<file path="config.mk">
export PLATFORM = sky130hd
export DESIGN_NAME = slot_tracker
export DESIGN_NICKNAME = d
export VERILOG_FILES = /design/src/rtl/slot_tracker_pkg.sv /design/src/rtl/slot_tracker_ctrl.sv /design/src/rtl/slot_tracker_dp.sv /design/src/rtl/slot_tracker.sv
export SDC_FILE = /design/constraint.sdc
export NUM_CORES = 1
export LEC_CHECK = 0
export BUFFER_PORTS_ARGS = -buffer_cell sky130_fd_sc_hd__buf_2
export CAP_MARGIN = 20
export CORE_AREA = 8 8 45 47
export CTS_BUF_LIST = sky130_fd_sc_hd__clkbuf_2 sky130_fd_sc_hd__clkbuf_4 sky130_fd_sc_hd__clkbuf_8
export CTS_CLUSTER_DIAMETER = 40
export DETAILED_ROUTE_END_ITERATION = 12
export DIE_AREA = 0 0 53 55
export SLEW_MARGIN = 20
export SYNTH_ARGS = -nofsm -noshare
export SYNTH_HDL_FRONTEND = slang
export SYNTH_SLANG_ARGS = --single-unit
</file>
<file path="constraint.sdc">
create_clock -name clk -period 0.8 [get_ports clk]
set_input_delay 0.04 -clock clk [delete_from_list [all_inputs] [get_ports clk]]
set_output_delay 0.04 -clock clk [all_outputs]
set_load 0.02 [all_outputs]
</file>
<file path="src/rtl/slot_tracker_pkg.sv">
package slot_tracker_pkg;

  typedef enum logic [1:0] {
    ST_AVAIL = 2'b00,
    ST_FULL  = 2'b01,
    ST_HELD  = 2'b10
  } slotStatus_e;

  typedef struct packed {
    logic incSlot;
    logic decSlot;
    logic flagOvf;
    logic holdSet;
    logic holdClr;
  } slotCtl_t;

endpackage

</file>
<file path="src/rtl/slot_tracker_ctrl.sv">
module slot_tracker_ctrl
  import slot_tracker_pkg::*;
#(
  parameter int BUF_SIZE = 3
) (
  input  logic        reserveBuf,
  input  logic        releaseBuf,
  input  logic        setHold,
  input  logic        clearHold,
  input  logic        cntZero,
  input  logic        cntFull,
  input  logic        holdQ,
  output slotCtl_t    ctl,
  output logic [1:0]  status
);

  localparam bit IS_BUFFERED = (BUF_SIZE > 0);
  localparam bit IS_HAZARD   = (BUF_SIZE == 0);

  logic relOnly;
  logic resOnly;

  assign relOnly = releaseBuf && !reserveBuf;
  assign resOnly = reserveBuf && !releaseBuf;

  always_comb begin
    ctl.incSlot = IS_BUFFERED && relOnly && !cntFull;
    ctl.flagOvf = IS_BUFFERED && relOnly && cntFull;
    ctl.decSlot = resOnly && !cntZero;
    ctl.holdSet = setHold;
    ctl.holdClr = clearHold && !setHold;
  end

  always_comb begin
    if (IS_HAZARD && holdQ)
      status = ST_HELD;
    else if (!IS_BUFFERED || !cntZero)
      status = ST_AVAIL;
    else
      status = ST_FULL;
  end

endmodule

</file>
<file path="src/rtl/slot_tracker_dp.sv">
module slot_tracker_dp
  import slot_tracker_pkg::*;
#(
  parameter int BUF_SIZE = 3,
  parameter int CNT_W    = 2
) (
  input  logic             clk,
  input  logic             rstN,
  input  slotCtl_t         ctl,
  output logic [CNT_W-1:0] freeSlots,
  output logic             cntZero,
  output logic             cntFull,
  output logic             holdQ,
  output logic             ovfQ
);

  localparam int CAP = (BUF_SIZE > 0) ? BUF_SIZE : 0;

  generate
    if (BUF_SIZE > 0) begin : g_counted
      logic [CNT_W-1:0] cntQ;
      always_ff @(posedge clk) begin
        if (!rstN)
          cntQ <= CNT_W'(CAP);
        else if (ctl.incSlot)
          cntQ <= cntQ + 1'b1;
        else if (ctl.decSlot)
          cntQ <= cntQ - 1'b1;
      end
      assign freeSlots = cntQ;
    end else begin : g_uncounted
      assign freeSlots = '0;
    end
  endgenerate

  assign cntZero = (freeSlots == '0);
  assign cntFull = (freeSlots == CNT_W'(CAP));

  always_ff @(posedge clk) begin
    if (!rstN) begin
      holdQ <= 1'b0;
      ovfQ  <= 1'b0;
    end else begin
      ovfQ <= ctl.flagOvf;
      if (ctl.holdSet)
        holdQ <= 1'b1;
      else if (ctl.holdClr)
        holdQ <= 1'b0;
    end
  end

endmodule

</file>
<file path="src/rtl/slot_tracker.sv">
module slot_tracker
  import slot_tracker_pkg::*;
#(
  parameter int BUF_SIZE = 3,
  localparam int CAP_L   = (BUF_SIZE > 0) ? BUF_SIZE : 1,
  localparam int CNT_W   = $clog2(CAP_L + 1)
) (
  input  logic             clk,
  input  logic             rstN,
  input  logic             reserveBuf,
  input  logic             releaseBuf,
  input  logic             setHold,
  input  logic             clearHold,
  output logic [1:0]       status,
  output logic [CNT_W-1:0] freeSlots,
  output logic             held,
  output logic             overflowErr
);

  slotCtl_t ctl;
  logic     cntZero;
  logic     cntFull;

  slot_tracker_ctrl #(.BUF_SIZE(BUF_SIZE)) u_ctrl (
    .reserveBuf (reserveBuf),
    .releaseBuf (releaseBuf),
    .setHold    (setHold),
    .clearHold  (clearHold),
    .cntZero    (cntZero),
    .cntFull    (cntFull),
    .holdQ      (held),
    .ctl        (ctl),
    .status     (status)
  );

  slot_tracker_dp #(.BUF_SIZE(BUF_SIZE), .CNT_W(CNT_W)) u_dp (
    .clk       (clk),
    .rstN      (rstN),
    .ctl       (ctl),
    .freeSlots (freeSlots),
    .cntZero   (cntZero),
    .cntFull   (cntFull),
    .holdQ     (held),
    .ovfQ      (overflowErr)
  );

endmodule

</file>
Yosys cells after proc, flatten, opt, wreduce, memory -nomap -nowiden
Index checks and enable logic that the tools add are counted.
{ "totals": {"in_bits": 6, "ff_bits": 4, "wordCells": 25, "output_inout_bits": 6} }
{ "classes": {"n_mux": 5, "eq_ne": 1, "reduce_logical": 14, "n_addsub": 2} }
{ "ops": {"columns": ["operator", "n"], "rows": [
  ["$logic_and 1x1->1", 6],
  ["$logic_not 1->1", 5],
  ["$mux 2", 2],
  ["$reduce_bool 2->1", 2],
  ["$mux 1", 3],
  ["$add 2x1->2 const B", 1],
  ["$eq 2x2->1 const B", 1],
  ["$logic_not 2->1", 1],
  ["$sub 2x1->2 const B", 1]
]} }

Logic depth before layout (Yosys ltp)
Gate-level depths: netlist (run 1).
{ "logic_depth": {"ltp_word": 5, "depth_mapped": 3, "ltp_nobuf": 3} }

Hierarchy
Synthesis (run 1) repeated with hierarchy kept, for this count alone.
{ "unflattened": {"hier_cells": 25, "area_unflattened_um2": 227.7} }
{ "modules_own_cells": {"columns": ["mod", "cells_per_inst", "area_each_um2", "seq_area_each_um2", "n_inst"], "rows": [
  ["slot_tracker_dp", 17, 161.4, 80.1, 1],
  ["slot_tracker_ctrl", 8, 66.3, 0.0, 1]
]} }

Least setup slack after synthesis (run 1)
No wires, ideal clock.
{ "synth_path": {"path_kind": "reg2reg", "startpoint": "register u_dp.g_counted.cntQ[1], in the netlist u_dp.freeSlots[1]", "endpoint": "register u_dp.g_counted.cntQ[0], in the netlist u_dp.freeSlots[0]", "required_time_ps": 666, "setup_time_ps": 134, "path_stages_with_launch": 3, "path_slack_ps": -31, "synth_period_minus_slack_ps": 831, "path_buffers": 0, "arrival_time_ps": 697, "path_cell_list": "dfxtp_1 -> o211ai_1 -> o211ai_1"} }
{ "synth_between": {"elab_chain_cells": 4, "elab_cells_between_ends": 8, "cone_classes": "eq/ne: 1; mux: 1; reduce/logical: 6"} }
{ "synth_rtl": {"columns": ["item", "line", "rtl"], "rows": [
  ["start, declared", "slot_tracker_dp.sv:21", "logic [CNT_W-1:0] cntQ;"],
  ["start signal, assigned", "slot_tracker_dp.sv:24", "cntQ <= CNT_W'(CAP);"],
  ["start signal, assigned", "slot_tracker_dp.sv:26", "cntQ <= cntQ + 1'b1;"],
  ["start signal, assigned", "slot_tracker_dp.sv:28", "cntQ <= cntQ - 1'b1;"],
  ["$eq 2x2->1 or $logic_not 2->1 (tied branches)", "slot_tracker_dp.sv:37, slot_tracker_dp.sv:36", null],
  ["$logic_not 1->1 (on tied branches)", null, null],
  ["$logic_and 1x1->1 (on tied branches)", "slot_tracker_ctrl.sv:27, slot_tracker_ctrl.sv:29", null],
  ["$mux 2 or $reduce_bool 2->1 (tied branches)", null, null]
]} }
Parallel ways exist; a longest one is shown, timed or not.
A chain may end at the register's enable or synchronous reset.

Worst setup path in the final report (run 1)
{ "layout_path": {"startpoint": "register u_dp.g_counted.cntQ[1], in the netlist u_dp.freeSlots[1]", "endpoint": "output status[0]"} }
{ "layout_between": {"elab_chain_cells": 2} }
{ "layout_rtl": {"columns": ["item", "line", "rtl"], "rows": [
  ["$logic_not 2->1", "slot_tracker_dp.sv:36", "assign cntZero = (freeSlots == '0);"],
  ["$mux 1", "slot_tracker_ctrl.sv:37", "else if (!IS_BUFFERED || !cntZero)"],
  ["end, declared", "slot_tracker.sv:14", "output logic [1:0] status,"]
]} }
No other way between the ends.

==> results of run 1 <==
-- final cells by class --
| type | instances | area share |
|---|---|---|
| timing repair buffer | 12 | 0.254 |
| tap | 16 | 0.0635 |
| sequential | 4 | 0.270 |
| clock buffer | 3 | 0.0714 |
| multi-input combinational | 16 | 0.341 |
-- state kept, by name, summed over array words and instances (netlist names) --
| name | flops |
|---|---|
| u_dp.freeSlots | 2 |
| u_dp.holdQ | 1 |
| u_dp.ovfQ | 1 |
-- stage by stage --
stage | cells | hold WS [ns] | TNS (ns)
4_1_cts | 51 | 0.0128 | -0.0643
3_3_place_gp | 46 | 0.253 | 0
6_report | 51 | 0.0171 | -0.0428
3_5_place_dp | 46 | 0.260 | 0
5_1_grt | 51 | 0.0157 | -0.147
2_1_floorplan | 22 | 0.120 | 0
-- synth_stat cells (all sizes together) --
library cell | n | area, sq um
and2b | 2 | 16.3
o21ai | 1 | 5.00
o21a | 1 | 7.51
o211ai | 2 | 15.0
a21oi | 2 | 13.8
nor2b | 1 | 6.26
dfxtp | 4 | 80.1
nand3 | 1 | 5.00
nand2b | 2 | 12.5
conb | 1 | 3.75
nor2 | 3 | 11.3
buf | 2 | 15.0
-- repair_timing --
| action | 4_1_cts | 5_1_grt |
|---|---|---|
| resized for setup | 4 | 6 |
| setup buffers | 2 | 0 |
| endpoints found under the setup margin | 3 | 4 |
| cloned | 0 | 0 |
| pin swaps | 0 | 0 |
-- layer usage --
metal / share of wire / GRT usage
met5: 0 / 0
met1: 0.42 / 0.0364
met2: 0.35 / 0.0352
met3: 0.17 / 0.0160
met4: 0.056 / 0.103
-- cells by family (layout without fill, tap and decap cells) --
group,Yosys count,after routing
simple gates,9,9
compound gates,6,6
flops,4,4
buf+inv,2,15
other cells,1,1
-- report_power, final --
| group | switching, mW | total (mW) | internal [mW] |
|---|---|---|---|
| clock | 0.0812 | 0.249 | 0.168 |
| combinational | 0.0513 | 0.0997 | 0.0484 |
| sequential | 0.00995 | 0.221 | 0.211 |
| total | 0.142 | 0.570 | 0.427 |
-- final timing paths --
| kind | slack [ns] | cells after the start | endpoint | start |
|---|---|---|---|---|
| max | -0.02 | 2 | status[0] | u_dp.freeSlots[1]$_SDFFE_PN1P_ |
| min | 0.02 | 2 | u_dp.holdQ$_SDFFE_PN0P_ | setHold |
| max reg2reg | 0.01 | 3 | u_dp.freeSlots[0]$_SDFFE_PN1P_ | u_dp.freeSlots[1]$_SDFFE_PN1P_ |
| min reg2reg | 0.57 | 2 | u_dp.holdQ$_SDFFE_PN0P_ | u_dp.holdQ$_SDFFE_PN0P_ |
==> results.cfg, run 1 <==
[power]
power.leakage_nw = 0.137
power.density_nw_per_um2 = 1810
peakVddDrop_mv = 0.273
power_uw = 570

[clock_network]
cts_root_buffer = clkbuf_4
htreeDepth = 1
path_clk_slew_ns = 0.04
numCtsBuffers = 3
worstSkewPairLatency_ns = 0.23
hold_buffers = 0
clk_path_buf_depth = 2
cts_tree = yes
clock_sinks = 4

[drt]
dr_total_vias = 198
firstDrtPassIters = 2
postRouteAntennaNets = 0
via_per_inst = 3.88
drc = 0
detail_route.wl_per_cell_microns = 9.51
first_iter_violations = 3
drt-total-wl_microns = 485

[timing]
min_period_ns = 0.824
setup_viol = 2
finalMaxSlewViolations = 0
timing.final.hold_violations = 0
rsz0062_at_grt = true
period_share = 1.03
layout_setup_ws_ns = -0.0244
finClkSkew_ns = 0.000996
fmax_mhz = 1210

[cells_and_area]
area_growth_pct = 64.7
multiInputGateArea_sq_um = 108
post-route-util = 0.228
drive_gt1_frac = 0.600
fill_cells = 164
final_cell_area_sq_um = 315
final_cell_mix = buf_2, clkbuf_4
seq_area_sq_um = 85.1
layout_commonest_cell = buf_2
antenna_cells = 0
final_nets = 43

[global_routing]
antenna_found_initial = 0
grt_pass1_vias = 174
grt_max_degree = 5
track_usage = 0.0393
overflow = 0
grt_pass1_wl_microns = 703

[synth]
synth_simple_gate_area_frac = 0.268
postSynthAreaPerCell_sq_um = 8.70
synth_xor_area_frac = 0
seq_area_frac_synth = 0.418
synth_nets = 28
ys_types = 14
synth_top_family_by_area = simple AND/OR/NAND/NOR gates
syn_area_sq_um = 191
synthMuxAreaShare = 0
synth_fa_ha_area_frac = 0
synth-seq-cells = 4
yosysWarnings = 0
synthCells = 22
synth_compound_area_frac = 0.216

[placement]
port-buffer-count = 10
place_area_sq_um = 248
gp_congestion = 0.681
place_ws_ns = 0.0454

[setup_path]
critPathBufInv = 1
crit_arrival_ns = 0.78
startpoint_type = flip-flop
path_cells = nor2_4 -> buf_6
crit_type = reg2out
cp-end-kind = output port
cp.required_ns = 0.76
path_delay_family = flip-flops
crit_fanout = 4
critPathSlowestCell = dfxtp_4
max_stage_delay_ns = 0.36

[hold_path]
hold_class = in2reg

[floorplan]
die_width_microns = 53
rows = 14
start_util = 0.138
ioPinCount = 12
die-area_sq_um = 2920
die_y_microns = 55
core-area_sq_um = 1380

[status]
violations = negative setup slack
status = finished, violations left

[run]
drv_cap = 0
Note: power is estimated with default switching activity, not from simulation.
==> run 2, diff against run 1 <==
Clock period 0.8 ns to 0.9 ns, I/O delays scaled along.
==> results.cfg, run 2 (synthesis results as in run 1) <==
[cells_and_area]
final_cell_area_sq_um = 280
antenna_cells = 0
layout_commonest_cell = buf_2
post-route-util = 0.203
drive_gt1_frac = 0.545
final_cell_mix = buf_2, clkbuf_4
final_nets = 41
largest_register_ffs = 2
area_growth_pct = 46.4
fill_cells = 162

[global_routing]
grt_pass1_wl_microns = 648
grt_pass1_vias = 172
overflow = 0
track_usage = 0.0339
grt_max_degree = 8
antenna_found_initial = 0

[setup_path]
critPathBufInv = 1
crit_arrival_ns = 0.81
critPathSlowestCell = dfxtp_2
r2r_start = u_dp.freeSlots[1]$_SDFFE_PN1P_
r2r.worst_path.cells = 2
path_cells = nor2_2 -> buf_6
max_stage_delay_ns = 0.34
r2r_end = u_dp.freeSlots[0]$_SDFFE_PN1P_
r2r_slack_ns = 0.15
cp.required_ns = 0.85
crit_type = reg2out
crit_fanout = 6
path_delay_family = flip-flops
startpoint_type = flip-flop
cp-end-kind = output port

[timing]
whs_ns = 0.0197
setup_viol = 0
finClkSkew_ns = 0.00125
fmax_mhz = 1170
period_share = 0.952
timing.final.hold_violations = 0
setup_tns_ns = 0
finalMaxSlewViolations = 0
rsz0062_at_grt = false
min_period_ns = 0.857

[drt]
detail_route.wl_per_cell_microns = 9.10
dr_total_vias = 175
drc = 0
via_per_inst = 3.57
drt-total-wl_microns = 446
postRouteAntennaNets = 0
firstDrtPassIters = 1
first_iter_violations = 0

[placement]
port-buffer-count = 10
gp_congestion = 0.560
place_area_sq_um = 246

[floorplan]
die_y_microns = 55
die-area_sq_um = 2920
start_util = 0.138
rows = 14
die_width_microns = 53
ioPinCount = 12
core-area_sq_um = 1380

[hold_path]
hold_class = in2reg
hp-start = setHold
hold-path-endpoint = u_dp.holdQ$_SDFFE_PN0P_
hold_depth = 2

[power]
power.density_nw_per_um2 = 1750
power_uw = 491
peakVddDrop_mv = 0.316
power.leakage_nw = 0.123

[status]
status = finished clean

[run]
drv_cap = 0

[clock_network]
clock_sinks = 4
worstSkewPairLatency_ns = 0.23
clk_path_buf_depth = 2
cts_root_buffer = clkbuf_4
hold_buffers = 0
path_clk_slew_ns = 0.04
numCtsBuffers = 3
cts_tree = yes
htreeDepth = 1
==> run 2: routing by layer <==
metal	track usage	vias to the layer above	share of wire
li1	-	94	-
met1	0.0288	73	0.38
met2	0.0352	8	0.40
met3	0.0348	0	0.22
met4	0.0517	0	0
met5	0	-	0
==> run 2: where the power goes <==
part	switching [mW]	internal (mW)	leakage [nW]	total (mW)
Clock	0.0702	0.149	0.0138	0.219
Combinational	0.0390	0.0326	0.0769	0.0716
Sequential	0.0104	0.190	0.0322	0.200
==> run 2: worst max path at each step <==
stage | depth (start not counted) | to | start | slack, ns
global placement | 2 | u_dp.freeSlots[0]$_SDFFE_PN1P_ | u_dp.freeSlots[1]$_SDFFE_PN1P_ | 0.14
CTS | 2 | status[0] | u_dp.freeSlots[0]$_SDFFE_PN1P_ | 0.02
finish | 2 | status[0] | u_dp.freeSlots[0]$_SDFFE_PN1P_ | 0.04
detailed placement | 2 | u_dp.freeSlots[0]$_SDFFE_PN1P_ | u_dp.freeSlots[1]$_SDFFE_PN1P_ | 0.13
floorplan | 2 | u_dp.freeSlots[0]$_SDFFE_PN1P_ | u_dp.freeSlots[1]$_SDFFE_PN1P_ | 0.07
global route | 2 | status[0] | u_dp.freeSlots[0]$_SDFFE_PN1P_ | 0.009
==> run 2: area by class of cell <==
cell class / count / area [sq um] / share of cell area
multi-input cells: 16 / 98.8 / 0.353
repair buffers: 10 / 56.3 / 0.201
clock buffers: 3 / 22.5 / 0.0804
well taps: 16 / 20.0 / 0.0714
flip-flops and latches: 4 / 82.6 / 0.295
==> run 2: timing repair <==
item                                    4_1_cts  5_1_grt
pin swaps                                     0        0
setup buffers                                 0        0
endpoints found under the setup margin        2        1
gates resized for setup                       4        1
==> run 2: per-stage QoR <==
stage | instances | setup slack, ns
finish | 49 | 0.0435
CTS | 49 | 0.0188
detailed placement | 46 | 0.133
floorplan | 22 | 0.0690
global placement | 46 | 0.140
global route | 49 | 0.00887
